===== src/rtl/adc_scan_pkg.sv =====
package adc_scan_pkg;
   typedef enum logic [1:0] {
      SEQ_IDLE  = 2'd0,
      SEQ_ISSUE = 2'd1,
      SEQ_WAIT  = 2'd2
   } seq_state_t;

   localparam int ADDR_CTRL = 0;
   localparam int ADDR_STAT = 1;
   localparam int ADDR_RES0 = 2;

   localparam int BIT_SCAN  = 2;
   localparam int BIT_IRQPT = 3;
   localparam int BIT_IRQEN = 10;

   localparam int BIT_BUSY  = 0;
   localparam int BIT_FLAG  = 1;
endpackage


===== src/rtl/adc_scan_seq.sv =====
module adc_scan_seq
   import adc_scan_pkg::*;
#(
   parameter int NUM_CH    = 4,
   parameter bit TRIG_EDGE = 1'b1,
   localparam int CH_W     = $clog2(NUM_CH)
) (
   input  logic            clk,
   input  logic            rst_n,
   input  logic            tmr_trig,
   input  logic            scan_mode,
   input  logic [CH_W-1:0] chan_sel,
   input  logic            conv_done,
   output logic            conv_start,
   output logic [CH_W-1:0] conv_chan,
   output logic            busy,
   output logic            scan_act,
   output logic            res_we,
   output logic [CH_W-1:0] res_ch,
   output logic            first_done
);
   seq_state_t      state_q;
   logic [CH_W-1:0] cur_q;
   logic            scan_q;
   logic            first_q;
   logic            trig_evt;

   if (TRIG_EDGE) begin : g_edge
      logic trig_q;
      always_ff @(posedge clk or negedge rst_n) begin
         if (!rst_n) trig_q <= 1'b0;
         else        trig_q <= tmr_trig;
      end
      assign trig_evt = tmr_trig & ~trig_q;
   end else begin : g_level
      assign trig_evt = tmr_trig;
   end

   logic last_ch;
   assign last_ch = (cur_q == CH_W'(NUM_CH - 1));

   always_ff @(posedge clk or negedge rst_n) begin
      if (!rst_n) begin
         state_q <= SEQ_IDLE;
         cur_q   <= '0;
         scan_q  <= 1'b0;
         first_q <= 1'b0;
      end else begin
         case (state_q)
            SEQ_IDLE: begin
               if (trig_evt) begin
                  cur_q   <= scan_mode ? '0 : chan_sel;
                  scan_q  <= scan_mode;
                  first_q <= 1'b1;
                  state_q <= SEQ_ISSUE;
               end
            end
            SEQ_ISSUE: state_q <= SEQ_WAIT;
            SEQ_WAIT: begin
               if (conv_done) begin
                  first_q <= 1'b0;
                  if (scan_q && !last_ch) begin
                     cur_q   <= cur_q + 1'b1;
                     state_q <= SEQ_ISSUE;
                  end else begin
                     state_q <= SEQ_IDLE;
                  end
               end
            end
            default: state_q <= SEQ_IDLE;
         endcase
      end
   end

   assign conv_start = (state_q == SEQ_ISSUE);
   assign conv_chan  = cur_q;
   assign busy       = (state_q != SEQ_IDLE);
   assign scan_act   = scan_q;
   assign res_we     = (state_q == SEQ_WAIT) && conv_done;
   assign res_ch     = cur_q;
   assign first_done = res_we && first_q;
endmodule


===== src/rtl/adc_scan_irq.sv =====
module adc_scan_irq #(
   parameter int NUM_CH = 4,
   localparam int CH_W  = $clog2(NUM_CH)
) (
   input  logic clk,
   input  logic rst_n,
   input  logic res_we,
   input  logic first_done,
   input  logic irq_pt,
   input  logic irq_en,
   input  logic cnt_clr,
   input  logic flag_clr,
   output logic irq_flag
);
   logic [CH_W-1:0] cnt_q;
   logic            nth_done;
   logic            set_flag;

   assign nth_done = res_we && (cnt_q == CH_W'(NUM_CH - 1));
   assign set_flag = irq_en && (irq_pt ? nth_done : first_done);

   always_ff @(posedge clk or negedge rst_n) begin
      if (!rst_n)      cnt_q <= '0;
      else if (cnt_clr) cnt_q <= '0;
      else if (res_we)  cnt_q <= cnt_q + 1'b1;
   end

   always_ff @(posedge clk or negedge rst_n) begin
      if (!rst_n)        irq_flag <= 1'b0;
      else if (set_flag) irq_flag <= 1'b1;
      else if (flag_clr) irq_flag <= 1'b0;
   end
endmodule


===== src/rtl/adc_scan_regs.sv =====
module adc_scan_regs
   import adc_scan_pkg::*;
#(
   parameter int NUM_CH = 4,
   parameter int RES_W  = 8,
   parameter int DATA_W = 16,
   parameter int ADDR_W = 3,
   localparam int CH_W  = $clog2(NUM_CH)
) (
   input  logic              clk,
   input  logic              rst_n,
   input  logic [ADDR_W-1:0] reg_addr,
   input  logic              reg_wr,
   input  logic [DATA_W-1:0] reg_wdata,
   output logic [DATA_W-1:0] reg_rdata,
   input  logic              busy,
   input  logic              irq_flag,
   input  logic              res_we,
   input  logic [CH_W-1:0]   res_ch,
   input  logic [RES_W-1:0]  res_data,
   output logic [CH_W-1:0]   chan_sel,
   output logic              scan_mode,
   output logic              irq_pt,
   output logic              irq_en,
   output logic              ctrl_wr,
   output logic              flag_clr
);
   localparam logic [DATA_W-1:0] CTRL_MASK =
      DATA_W'((1 << CH_W) - 1) | DATA_W'(1 << BIT_SCAN) |
      DATA_W'(1 << BIT_IRQPT)  | DATA_W'(1 << BIT_IRQEN);

   logic [DATA_W-1:0] ctrl_q;
   logic [RES_W-1:0]  res_q [NUM_CH];
   logic              sel_ctrl, sel_stat;

   assign sel_ctrl = (reg_addr == ADDR_W'(ADDR_CTRL));
   assign sel_stat = (reg_addr == ADDR_W'(ADDR_STAT));
   assign ctrl_wr  = reg_wr && sel_ctrl;
   assign flag_clr = reg_wr && sel_stat && reg_wdata[BIT_FLAG];

   always_ff @(posedge clk or negedge rst_n) begin
      if (!rst_n)       ctrl_q <= '0;
      else if (ctrl_wr) ctrl_q <= reg_wdata & CTRL_MASK;
   end

   assign chan_sel  = ctrl_q[CH_W-1:0];
   assign scan_mode = ctrl_q[BIT_SCAN];
   assign irq_pt    = ctrl_q[BIT_IRQPT];
   assign irq_en    = ctrl_q[BIT_IRQEN];

   for (genvar c = 0; c < NUM_CH; c++) begin : g_res
      always_ff @(posedge clk or negedge rst_n) begin
         if (!rst_n)                              res_q[c] <= '0;
         else if (res_we && res_ch == CH_W'(c))   res_q[c] <= res_data;
      end
   end

   always_comb begin
      reg_rdata = '0;
      if (sel_ctrl) begin
         reg_rdata = ctrl_q;
      end else if (sel_stat) begin
         reg_rdata[BIT_BUSY] = busy;
         reg_rdata[BIT_FLAG] = irq_flag;
      end
      for (int c = 0; c < NUM_CH; c++) begin
         if (reg_addr == ADDR_W'(ADDR_RES0 + c)) reg_rdata = DATA_W'(res_q[c]);
      end
   end
endmodule


===== src/rtl/adc_scan_ctrl.sv =====
module adc_scan_ctrl
   import adc_scan_pkg::*;
#(
   parameter int NUM_CH    = 4,
   parameter int RES_W     = 8,
   parameter int DATA_W    = 16,
   parameter int ADDR_W    = 3,
   parameter bit TRIG_EDGE = 1'b1,
   localparam int CH_W     = $clog2(NUM_CH)
) (
   input  logic              clk,
   input  logic              rst_n,
   input  logic [ADDR_W-1:0] reg_addr,
   input  logic              reg_wr,
   input  logic [DATA_W-1:0] reg_wdata,
   output logic [DATA_W-1:0] reg_rdata,
   input  logic              tmr_trig,
   output logic [CH_W-1:0]   conv_chan,
   output logic              conv_start,
   input  logic              conv_done,
   input  logic [RES_W-1:0]  conv_data,
   output logic              adc_irq
);
   if (NUM_CH != 2 && NUM_CH != 4) begin : g_bad_ch
      $error("adc_scan_ctrl: NUM_CH must be 2 or 4");
   end
   if (DATA_W <= BIT_IRQEN || RES_W > DATA_W) begin : g_bad_w
      $error("adc_scan_ctrl: DATA_W too small for control fields or results");
   end
   if ((1 << ADDR_W) < ADDR_RES0 + NUM_CH) begin : g_bad_a
      $error("adc_scan_ctrl: ADDR_W cannot reach all result registers");
   end

   logic            busy, scan_act, res_we, first_done;
   logic [CH_W-1:0] res_ch, chan_sel;
   logic            scan_mode, irq_pt, irq_en, ctrl_wr, flag_clr, irq_flag;

   adc_scan_seq #(.NUM_CH(NUM_CH), .TRIG_EDGE(TRIG_EDGE)) seq_i (
      .clk(clk), .rst_n(rst_n), .tmr_trig(tmr_trig),
      .scan_mode(scan_mode), .chan_sel(chan_sel), .conv_done(conv_done),
      .conv_start(conv_start), .conv_chan(conv_chan), .busy(busy),
      .scan_act(scan_act), .res_we(res_we), .res_ch(res_ch),
      .first_done(first_done)
   );

   adc_scan_regs #(.NUM_CH(NUM_CH), .RES_W(RES_W), .DATA_W(DATA_W),
                   .ADDR_W(ADDR_W)) regs_i (
      .clk(clk), .rst_n(rst_n), .reg_addr(reg_addr), .reg_wr(reg_wr),
      .reg_wdata(reg_wdata), .reg_rdata(reg_rdata), .busy(busy),
      .irq_flag(irq_flag), .res_we(res_we), .res_ch(res_ch),
      .res_data(conv_data), .chan_sel(chan_sel), .scan_mode(scan_mode),
      .irq_pt(irq_pt), .irq_en(irq_en), .ctrl_wr(ctrl_wr),
      .flag_clr(flag_clr)
   );

   adc_scan_irq #(.NUM_CH(NUM_CH)) irq_i (
      .clk(clk), .rst_n(rst_n), .res_we(res_we), .first_done(first_done),
      .irq_pt(irq_pt), .irq_en(irq_en), .cnt_clr(ctrl_wr),
      .flag_clr(flag_clr), .irq_flag(irq_flag)
   );

   assign adc_irq = irq_flag;
endmodule


===== config.mk =====
export PLATFORM = sky130hd
export DESIGN_NAME = adc_scan_ctrl
export DESIGN_NICKNAME = d
export VERILOG_FILES = /design/src/rtl/adc_scan_pkg.sv /design/src/rtl/adc_scan_seq.sv /design/src/rtl/adc_scan_irq.sv /design/src/rtl/adc_scan_regs.sv /design/src/rtl/adc_scan_ctrl.sv
export SDC_FILE = /design/constraint.sdc
export NUM_CORES = 1
export LEC_CHECK = 0
export BUFFER_PORTS_ARGS = -buffer_cell sky130_fd_sc_hd__buf_4
export CAP_MARGIN = 40
export CORE_AREA = 4 4 77 79
export DETAILED_ROUTE_END_ITERATION = 7
export DIE_AREA = 0 0 81 83
export PLACE_DENSITY = 0.77
export SLEW_MARGIN = 30
export SYNTH_ARGS = -nofsm -noshare
export SYNTH_HDL_FRONTEND = slang
export SYNTH_SLANG_ARGS = --single-unit

===== constraint.sdc =====
create_clock -name clk -period 1.7 [get_ports clk]
set_input_delay 0.085 -clock clk [delete_from_list [all_inputs] [get_ports clk]]
set_output_delay 0.085 -clock clk [all_outputs]
set_load 0.02 [all_outputs]

After elaboration in Yosys (flattened, before gate mapping)
Index checks and enable logic that the tools add are counted.
{ "classes": {"add_sub_neg": 2, "n_bitwise": 2, "n_mux": 24, "reduce_logical": 24, "n_eq_ne": 14} }
{ "ops": {"columns": ["operator", "count"], "rows": [
  ["11-bit two-way mux", 4],
  ["2-bit two-way mux", 10],
  ["1-bit logical AND", 12],
  ["9-bit two-way mux", 1],
  ["2-bit equality test, second input constant", 4],
  ["2-bit nonzero test", 4],
  ["3-bit by 2-bit equality test with 1-bit output, second input constant", 2],
  ["3-bit equality test, second input constant", 2],
  ["1-bit two-way mux", 6],
  ["2-bit one-hot mux with 3 select lines", 1],
  ["2-bit by 1-bit adder with 2-bit output, second input constant", 2],
  ["2-bit by 1-bit equality test with 1-bit output, second input constant", 2],
  ["2-bit zero test", 2],
  ["2-bit by 1-bit != test with 1-bit output, second input constant", 2],
  ["2-bit one-hot mux with 2 select lines", 1],
  ["2-bit AND reduction", 2],
  ["4-bit AND reduction", 1],
  ["3-bit by 1-bit equality test with 1-bit output, second input constant", 1],
  ["3-bit zero test", 1],
  ["3-bit AND reduction", 1],
  ["2-bit != test, second input constant", 1],
  ["1-bit one-hot mux with 2 select lines", 1],
  ["1-bit bitwise AND", 1],
  ["1-bit zero test", 1],
  ["1-bit NOT", 1]
]} }
{ "totals": {"out_inout_bits": 20, "register_bits": 47, "word_cells": 78} }

Logic depth before layout (Yosys ltp)
Gate-level depths: netlist of the first run.
{ "logic_depth": {"depth_word": 7, "mapped_depth": 5, "mapped_depth_nobuf": 5} }

By module
From an unflattened synthesis of the first run, not the netlist that was laid out.
{ "unflattened": {"cells_unflattened": 171, "area_unflattened_um2": 2309.7} }
{ "by_module_without_submodules": {"columns": ["module", "area_each_um2", "cells_each", "n_inst"], "rows": [
  ["adc_scan_regs", 1810.5, 129, 1],
  ["adc_scan_seq", 360.3, 30, 1],
  ["adc_scan_irq", 138.9, 12, 1]
]} }

Least setup slack after synthesis of the first run
OpenSTA, ideal clock, no wires.
{ "synth_timing": {"kind": "flip-flop to flip-flop", "startpoint": "register seq_i.cur_q[0], in the netlist seq_i.conv_chan[0]", "endpoint": "register seq_i.cur_q[0], in the netlist seq_i.conv_chan[0]", "slack_ns": 0.141, "t_required_ns": 1.596, "arrival_time_ns": 1.455, "path_stages_with_launch": 5, "setup_time_ns": 0.104, "cell_sequence": "dfrtp_1 -> ha_1 -> nor4bb_1 -> nor2_1 -> a221oi_1"} }
{ "synth_via": {"elab_chain_len": 5, "elab_cells_between_ends": 9} }
{ "synth_rtl": {"columns": ["element", "line_no", "rtl"], "rows": [
  ["start, declared", "adc_scan_seq.sv:23", "logic [CH_W-1:0] cur_q;"],
  ["start signal, assigned", "adc_scan_seq.sv:52", "cur_q <= scan_mode ? '0 : chan_sel;"],
  ["start signal, assigned", "adc_scan_seq.sv:63", "cur_q <= cur_q + 1'b1;"],
  ["parallel branches: the longest is 5 deep, another holds 2-bit by 1-bit adder with 2-bit output", null, null]
]} }
Several ways; the timed one is not identified. The select of a mux whose other input is x is not followed.
A chain may end at the register's enable or synchronous reset.

Worst setup path in the final report of the first run
{ "layout_timing": {"startpoint": "register seq_i.state_q[0]", "endpoint": "output reg_rdata[0]"} }
{ "layout_via": {"elab_chain_len": 7} }
{ "layout_rtl": {"columns": ["element", "line_no", "rtl"], "rows": [
  ["start, declared", "adc_scan_seq.sv:22", "seq_state_t state_q;"],
  ["start signal, assigned", "adc_scan_seq.sv:44", "state_q <= SEQ_IDLE;"],
  ["start signal, assigned", "adc_scan_seq.sv:55", "state_q <= SEQ_ISSUE;"],
  ["start signal, assigned", "adc_scan_seq.sv:58", "SEQ_ISSUE: state_q <= SEQ_WAIT;"],
  ["2-bit nonzero test", "adc_scan_seq.sv:77", "assign busy = (state_q != SEQ_IDLE);"],
  ["2-bit two-way mux", "adc_scan_regs.sv:62", "end else if (sel_stat) begin"],
  ["2-bit two-way mux", "adc_scan_regs.sv:60", "if (sel_ctrl) begin"],
  ["11-bit two-way mux (4 in series)", "adc_scan_regs.sv:67", "if (reg_addr == ADDR_W'(ADDR_RES0 + c)) reg_rdata = DATA_W'(res_q[c]);"],
  ["end, declared", "adc_scan_ctrl.sv:16", "output logic [DATA_W-1:0] reg_rdata,"]
]} }
Every way passes these cells.

==> results of run 1 <==
state kept, by name, indices dropped and copies added (netlist names):
signal	count
irq_i.cnt_q	2
irq_i.irq_flag	1
regs_i.ctrl_q	5
regs_i.res_q	32
seq_i.conv_chan	2
seq_i.first_q	1
seq_i.g_edge.trig_q	1
seq_i.scan_act	1
seq_i.state_q	2
per-layer routing:
metal / share of wire / global-route usage
met1: 0.47 / 0.243
met2: 0.46 / 0.246
met3: 0.058 / 0.0401
met4: 0.017 / 0.0461
met5: 0 / 0
cells by family after synthesis:
family / Yosys count
compound gates: 32
flops: 47
simple gates: 40
mux: 47
fa+ha+maj: 5
other cells: 1
xor+xnor: 1
buf+inv: 25
metrics by stage:
stage / setup WS, ns / total power, uW / hold WS, ns / cells
6_report: 0.0741 / 4540 / 0.0122 / 310
5_1_grt: 0.0102 / 4840 / 0.00628 / 310
4_1_cts: 0.0420 / 4570 / 0.00605 / 310
3_5_place_dp: 0.225 / 3700 / 0.133 / 299
3_3_place_gp: 0.221 / 3650 / 0.125 / 299
2_1_floorplan: 0.141 / 3220 / -0.211 / 204
synth_stat cells (2+ instances only):
cell type  count  area share
dfrtp_1       47        0.46
ha_1           5       0.024
nand2b_1       2      0.0049
nor3b_1        2      0.0058
mux2_2         9       0.039
nor2b_1        6       0.015
inv_1         10       0.015
a21oi_1        3      0.0058
a221oi_1       3       0.010
buf_4          7       0.020
a22oi_1        3      0.0088
mux2_4        32        0.19
mux2i_1        6       0.023
o21ai_0       10       0.019
a32o_1         3       0.012
nand2_1        4      0.0058
nand2_8        4       0.031
buf_2          5      0.0097
and3b_1        5       0.017
clkbuf_1       2      0.0029
o32ai_1        2      0.0068
nor2_1         9       0.013
a31oi_1        2      0.0049
final cells by class:
type,instances,area (sq um)
clock buffers,5,68.8
clock inverters,3,43.8
fillers,470,2310
inverters,10,37.5
multi-input cells,132,1280
flip-flops and latches,47,1180
well taps,72,90.1
repair buffers,41,325
report_power, final:
part           switching, uW  internal, uW
clock                    392           438
sequential               339          1610
combinational            716          1050
final timing paths:
kind | start | to | slack (ns) | cells past startpoint
setup / recovery | seq_i.state_q[0] | reg_rdata[0] | 0.07 | 5
hold / removal | conv_done | seq_i.state_q[1] | 0.01 | 2
setup reg to reg | seq_i.state_q[0] | regs_i.res_q[15] | 0.18 | 5
hold reg to reg | regs_i.res_q[14] | regs_i.res_q[14] | 0.51 | 1
max in group asynchronous | rst_n | seq_i.state_q[1] | 0.95 | 2
min in group asynchronous | rst_n | regs_i.res_q[22] | 0.32 | 2
worst reg2reg max path, cell delays in order (launching register included):
cell,delay (ns)
dfrtp_1,0.40
buf_4,0.16
and3b_1,0.25
buf_12,0.18
nand2_8,0.11
mux2_4,0.32
repair_timing:
action | in CTS | in global routing
hold buffers | 2 | 0
buffers inserted | 1 | 0
resized for setup | 0 | 1
setup endpoints to repair | 1 | 1
endpoints found under the hold margin | 48 | 0
==> impl_metrics.tcl, run 1 <==
set metrics [dict create \
    drv_cap 0 \
    drc 0 \
    avgViaCountPerCell 5.23 \
    path_max_fanout 5 \
    start_kind "register" \
    hold_violations 0 \
    grt_use_total 0.167 \
    irDropWorstVdd_mv 0.884 \
    arrival_ns 1.54 \
    cts_buffers 5 \
    synth.distinct_cells 40 \
    synth_compound_area_frac 0.0852 \
    grt_pass1_vias 1728 \
    portBuffers 33 \
    critical-path-max-stage-delay_ns 0.37 \
    worstSkewPairLatency_ns 0.30 \
    worst_pin_slew_ns 0.588 \
    layout.nets 274 \
    grt_first_pass_wirelength_mm 8.75 \
    gp_congestion 0.817 \
    synth-async-reset-ratio 1.00 \
    cp_common_cell "buf_4" \
    die_h_microns 83 \
    p_per_area_nw_per_um2 1500 \
    final_util 0.567 \
    clockRootBuffer "clkbuf_8" \
    core_area_sq_um 5340 \
    synthSimpleGateAreaFrac 0.127 \
    dp_hpwl_mm 3.55 \
    hp-class "in2reg" \
    cp_slowest_cell "dfrtp_1" \
    yosysWarningCount 0 \
    period_share 0.956 \
    cts.path.max_buffers 2 \
    synth_seq_cells 47 \
    path_class "reg2out" \
    required_ns 1.62 \
    diodes 0 \
    avgSynthCellArea_sq_um 13.0 \
    vias 1620 \
    layout_commonest_cell "dfrtp_1" \
    area_growth_pct 17.7 \
    setup_viol_count_final 0 \
    firstDrtPassIters 4 \
    end_kind "output pin" \
    synth_xor_area_frac 0.00341 \
    initial_utilization 0.482 \
    cts.clk_slew.worst_paths_ns 0.09 \
    synth_top_family_by_area "multiplexers" \
    grt_overflow_total 0 \
    critical_path.cell_chain "buf_4 > nor3_1 > a211o_1 > a31oi_1 > buf_4" \
    syn_inst 198 \
    dieArea_sq_um 6720 \
    synthAdderAreaFrac 0.0243 \
    p_leak_uw 0.00149 \
    syn_area_sq_um 2570 \
    finalClockSkew_ns 0.00830 \
    numClockSinks 47 \
    status "finished, final reports clean" \
    ant_nets 0 \
    cts_tree "done" \
    drt_wl_total_mm 5.10 \
    placed_cell_area_sq_um 2890 \
    critical-path-top-delay-family "compound AO/OA/AOI/OAI gates" \
    drt_iter0_markers 116 \
    layout_min_cycle_time_ns 1.63 \
    routedWlPerCell_microns 16.4 \
    die_w_microns 81 \
    crit_buf_inv 2 \
    synth_edf_count 0 \
    final_area_sq_um 3030 \
    grt_antenna_before_repair 0 \
    grt_max_degree 48 \
    tns_ns 0 \
    max_freq_mhz 615 \
    synth-main-ff-cell "dfrtp_1" \
    io_pins 52 \
    synth_mux_area_frac 0.250 \
    grt_setup_unrepaired "no" \
    fp-row-count 27 \
    slew_violations 0 \
    final_cell_mix "46 x dfrtp_1, 38 x buf_4, 32 x mux2_4" \
    drive_above_1_share 0.399 \
    synth-seq-area-share 0.457 \
    htree_levels 2 \
    slew_headroom 0.608 \
]
(Power assumes the default switching activity.)
==> run 2: changes to the inputs <==
==> constraint.sdc (replaced) <==
create_clock -name clk -period 1.7 [get_ports clk]
set_input_delay 0.34 -clock clk [delete_from_list [all_inputs] [get_ports clk]]
set_output_delay 0.34 -clock clk [all_outputs]
set_load 0.02 [all_outputs]
==> run 2 against run 1 <==
  * Critical endpoint unchanged
  * Via count rose by 2.6%
  * Core utilization up 1.8 points
  * Hold slack improved by 0.019 ns
  * Count of clock-buffer cells in the layout is 1 higher
  * Non-clock buffer count grew 6
  * Design area increased by 3.2%
  * Global-route usage grew 0.29 points
  * Clock power grew 6.1%
  * Register-to-register slack better by 0.03 ns
  * The run now ends with setup timing left
  * Flip-flop and latch count unchanged
==> impl_metrics.tcl, run 2 (synthesis results as in run 1) <==
set metrics [dict create \
    status "finished, violations left" \
    failed_checks "setup timing" \
    die_h_microns 83 \
    layout_min_cycle_time_ns 1.83 \
    fin_ws_ns -0.134 \
    end_kind "output pin" \
    worst_pin_slew_ns 0.593 \
    placed_cell_area_sq_um 2970 \
    diodes 0 \
    io_pins 52 \
    drt_iter0_markers 98 \
    drive_above_1_share 0.459 \
    grt_setup_unrepaired "yes" \
    cts_buffers 5 \
    irDropWorstVdd_mv 0.955 \
    final_cell_mix "46 x buf_4, 46 x dfrtp_1, 32 x mux2_4" \
    numClockSinks 47 \
    ant_nets 0 \
    initial_utilization 0.482 \
    regMostFlops "regs_i.res_q" \
    arrival_ns 1.49 \
    clockRootBuffer "clkbuf_8" \
    total_power_uw 4670 \
    grt_max_degree 48 \
    cts_tree "done" \
    fin_hold_ws_ns 0.0312 \
    fp-row-count 27 \
    pwr-share-comb 0.388 \
    portBuffers 33 \
    p_per_area_nw_per_um2 1500 \
    grt_first_pass_wirelength_mm 8.84 \
    internal_power_uw 3170 \
    period_share 1.08 \
    p_leak_uw 0.00153 \
    path_class "reg2out" \
    p_sw_uw 1500 \
    gp_congestion 0.832 \
    routedWlPerCell_microns 16.7 \
    cts.path.max_buffers 2 \
    core_area_sq_um 5340 \
    dieArea_sq_um 6720 \
    grt_antenna_before_repair 0 \
    htree_levels 2 \
    slew_headroom 0.605 \
    final_area_sq_um 3120 \
    clkPwrFrac 0.189 \
    dp_hpwl_mm 3.73 \
    rrSetupSlack_ns 0.21 \
    required_ns 1.36 \
    largest_register_ffs 32 \
    start_kind "register" \
    slew_violations 0 \
    hold_violations 0 \
    area_growth_pct 21.5 \
    avgViaCountPerCell 5.26 \
    reg_top3 "regs_i.res_q x32, regs_i.ctrl_q x5" \
    drt_wl_total_mm 5.27 \
    path_max_fanout 3 \
    hp-class "in2async" \
    final_util 0.585 \
    max_freq_mhz 545 \
    layout.nets 280 \
    cts.clk_slew.worst_paths_ns 0.09 \
    drv_cap 0 \
    grt_use_total 0.169 \
    drc 0 \
    firstDrtPassIters 5 \
    vias 1662 \
    tns_ns -0.264 \
    swShare 0.321 \
    grt_overflow_total 0 \
    setup_viol_count_final 3 \
    finalClockSkew_ns 0.00811 \
    seqPwrFrac 0.423 \
    worstSkewPairLatency_ns 0.31 \
    die_w_microns 81 \
    cts_hold_buf 0 \
    grt_pass1_vias 1789 \
]
-- run 2: final cells by class --
type	instances	area, sq um
Clock buffer	6	82.6
Clock inverter	2	38.8
Fill cell	458	2210
Inverter	10	37.5
Multi-Input combinational cell	132	1330
Sequential cell	47	1180
Tap cell	72	90.1
Timing Repair Buffer	47	365
-- run 2: timing repair --
item | CTS | global route
gates cloned | 0 | 0
endpoints found under the setup margin | 3 | 7
gates resized for setup | 3 | 1
endpoints found under the hold margin | 0 | 0
buffers inserted | 1 | 0
-- run 2: power groups by stage --
stage | clock network (uW) | logic (uW) | registers (uW)
after floorplan | 0 | 1350 | 1890
after global placement | 0 | 1740 | 1950
after detailed placement | 0 | 1800 | 1970
after CTS | 897 | 1830 | 1960
after global routing | 942 | 1970 | 2030
final | 881 | 1810 | 1980
-- run 2: layer usage --
layer / global-route usage / part of all wire
met1: 0.218 / 0.44
met5: 0 / 0
met4: 0.0445 / 0.012
met2: 0.284 / 0.51
met3: 0.0380 / 0.042
-- run 2: path summary, 6_finish.rpt --
check,startpoint,endpoint,cells after the start
setup / recovery,regs_i.ctrl_q[0],reg_rdata[0],4
hold / removal,rst_n,regs_i.ctrl_q[3],1
setup reg to reg,seq_i.conv_chan[0],seq_i.conv_chan[0],4
hold reg to reg,regs_i.res_q[20],regs_i.res_q[20],1
max in group asynchronous,rst_n,seq_i.state_q[0],1
min in group clk,tmr_trig,seq_i.g_edge.trig_q,1
-- run 2: critical path, stage by stage, from the launching register on --
cell and delay, ns:
dfrtp_1 0.41, mux2_2 0.28, a221oi_2 0.25, a31oi_2 0.07, buf_4 0.18
-- run 2: through the flow --
stage          std cells  setup WS, ns
6_report             316        -0.134
4_1_cts              316        -0.149
3_3_place_gp         307       -0.0245
5_1_grt              316        -0.209
2_1_floorplan        204       -0.0184
3_5_place_dp         307       -0.0335
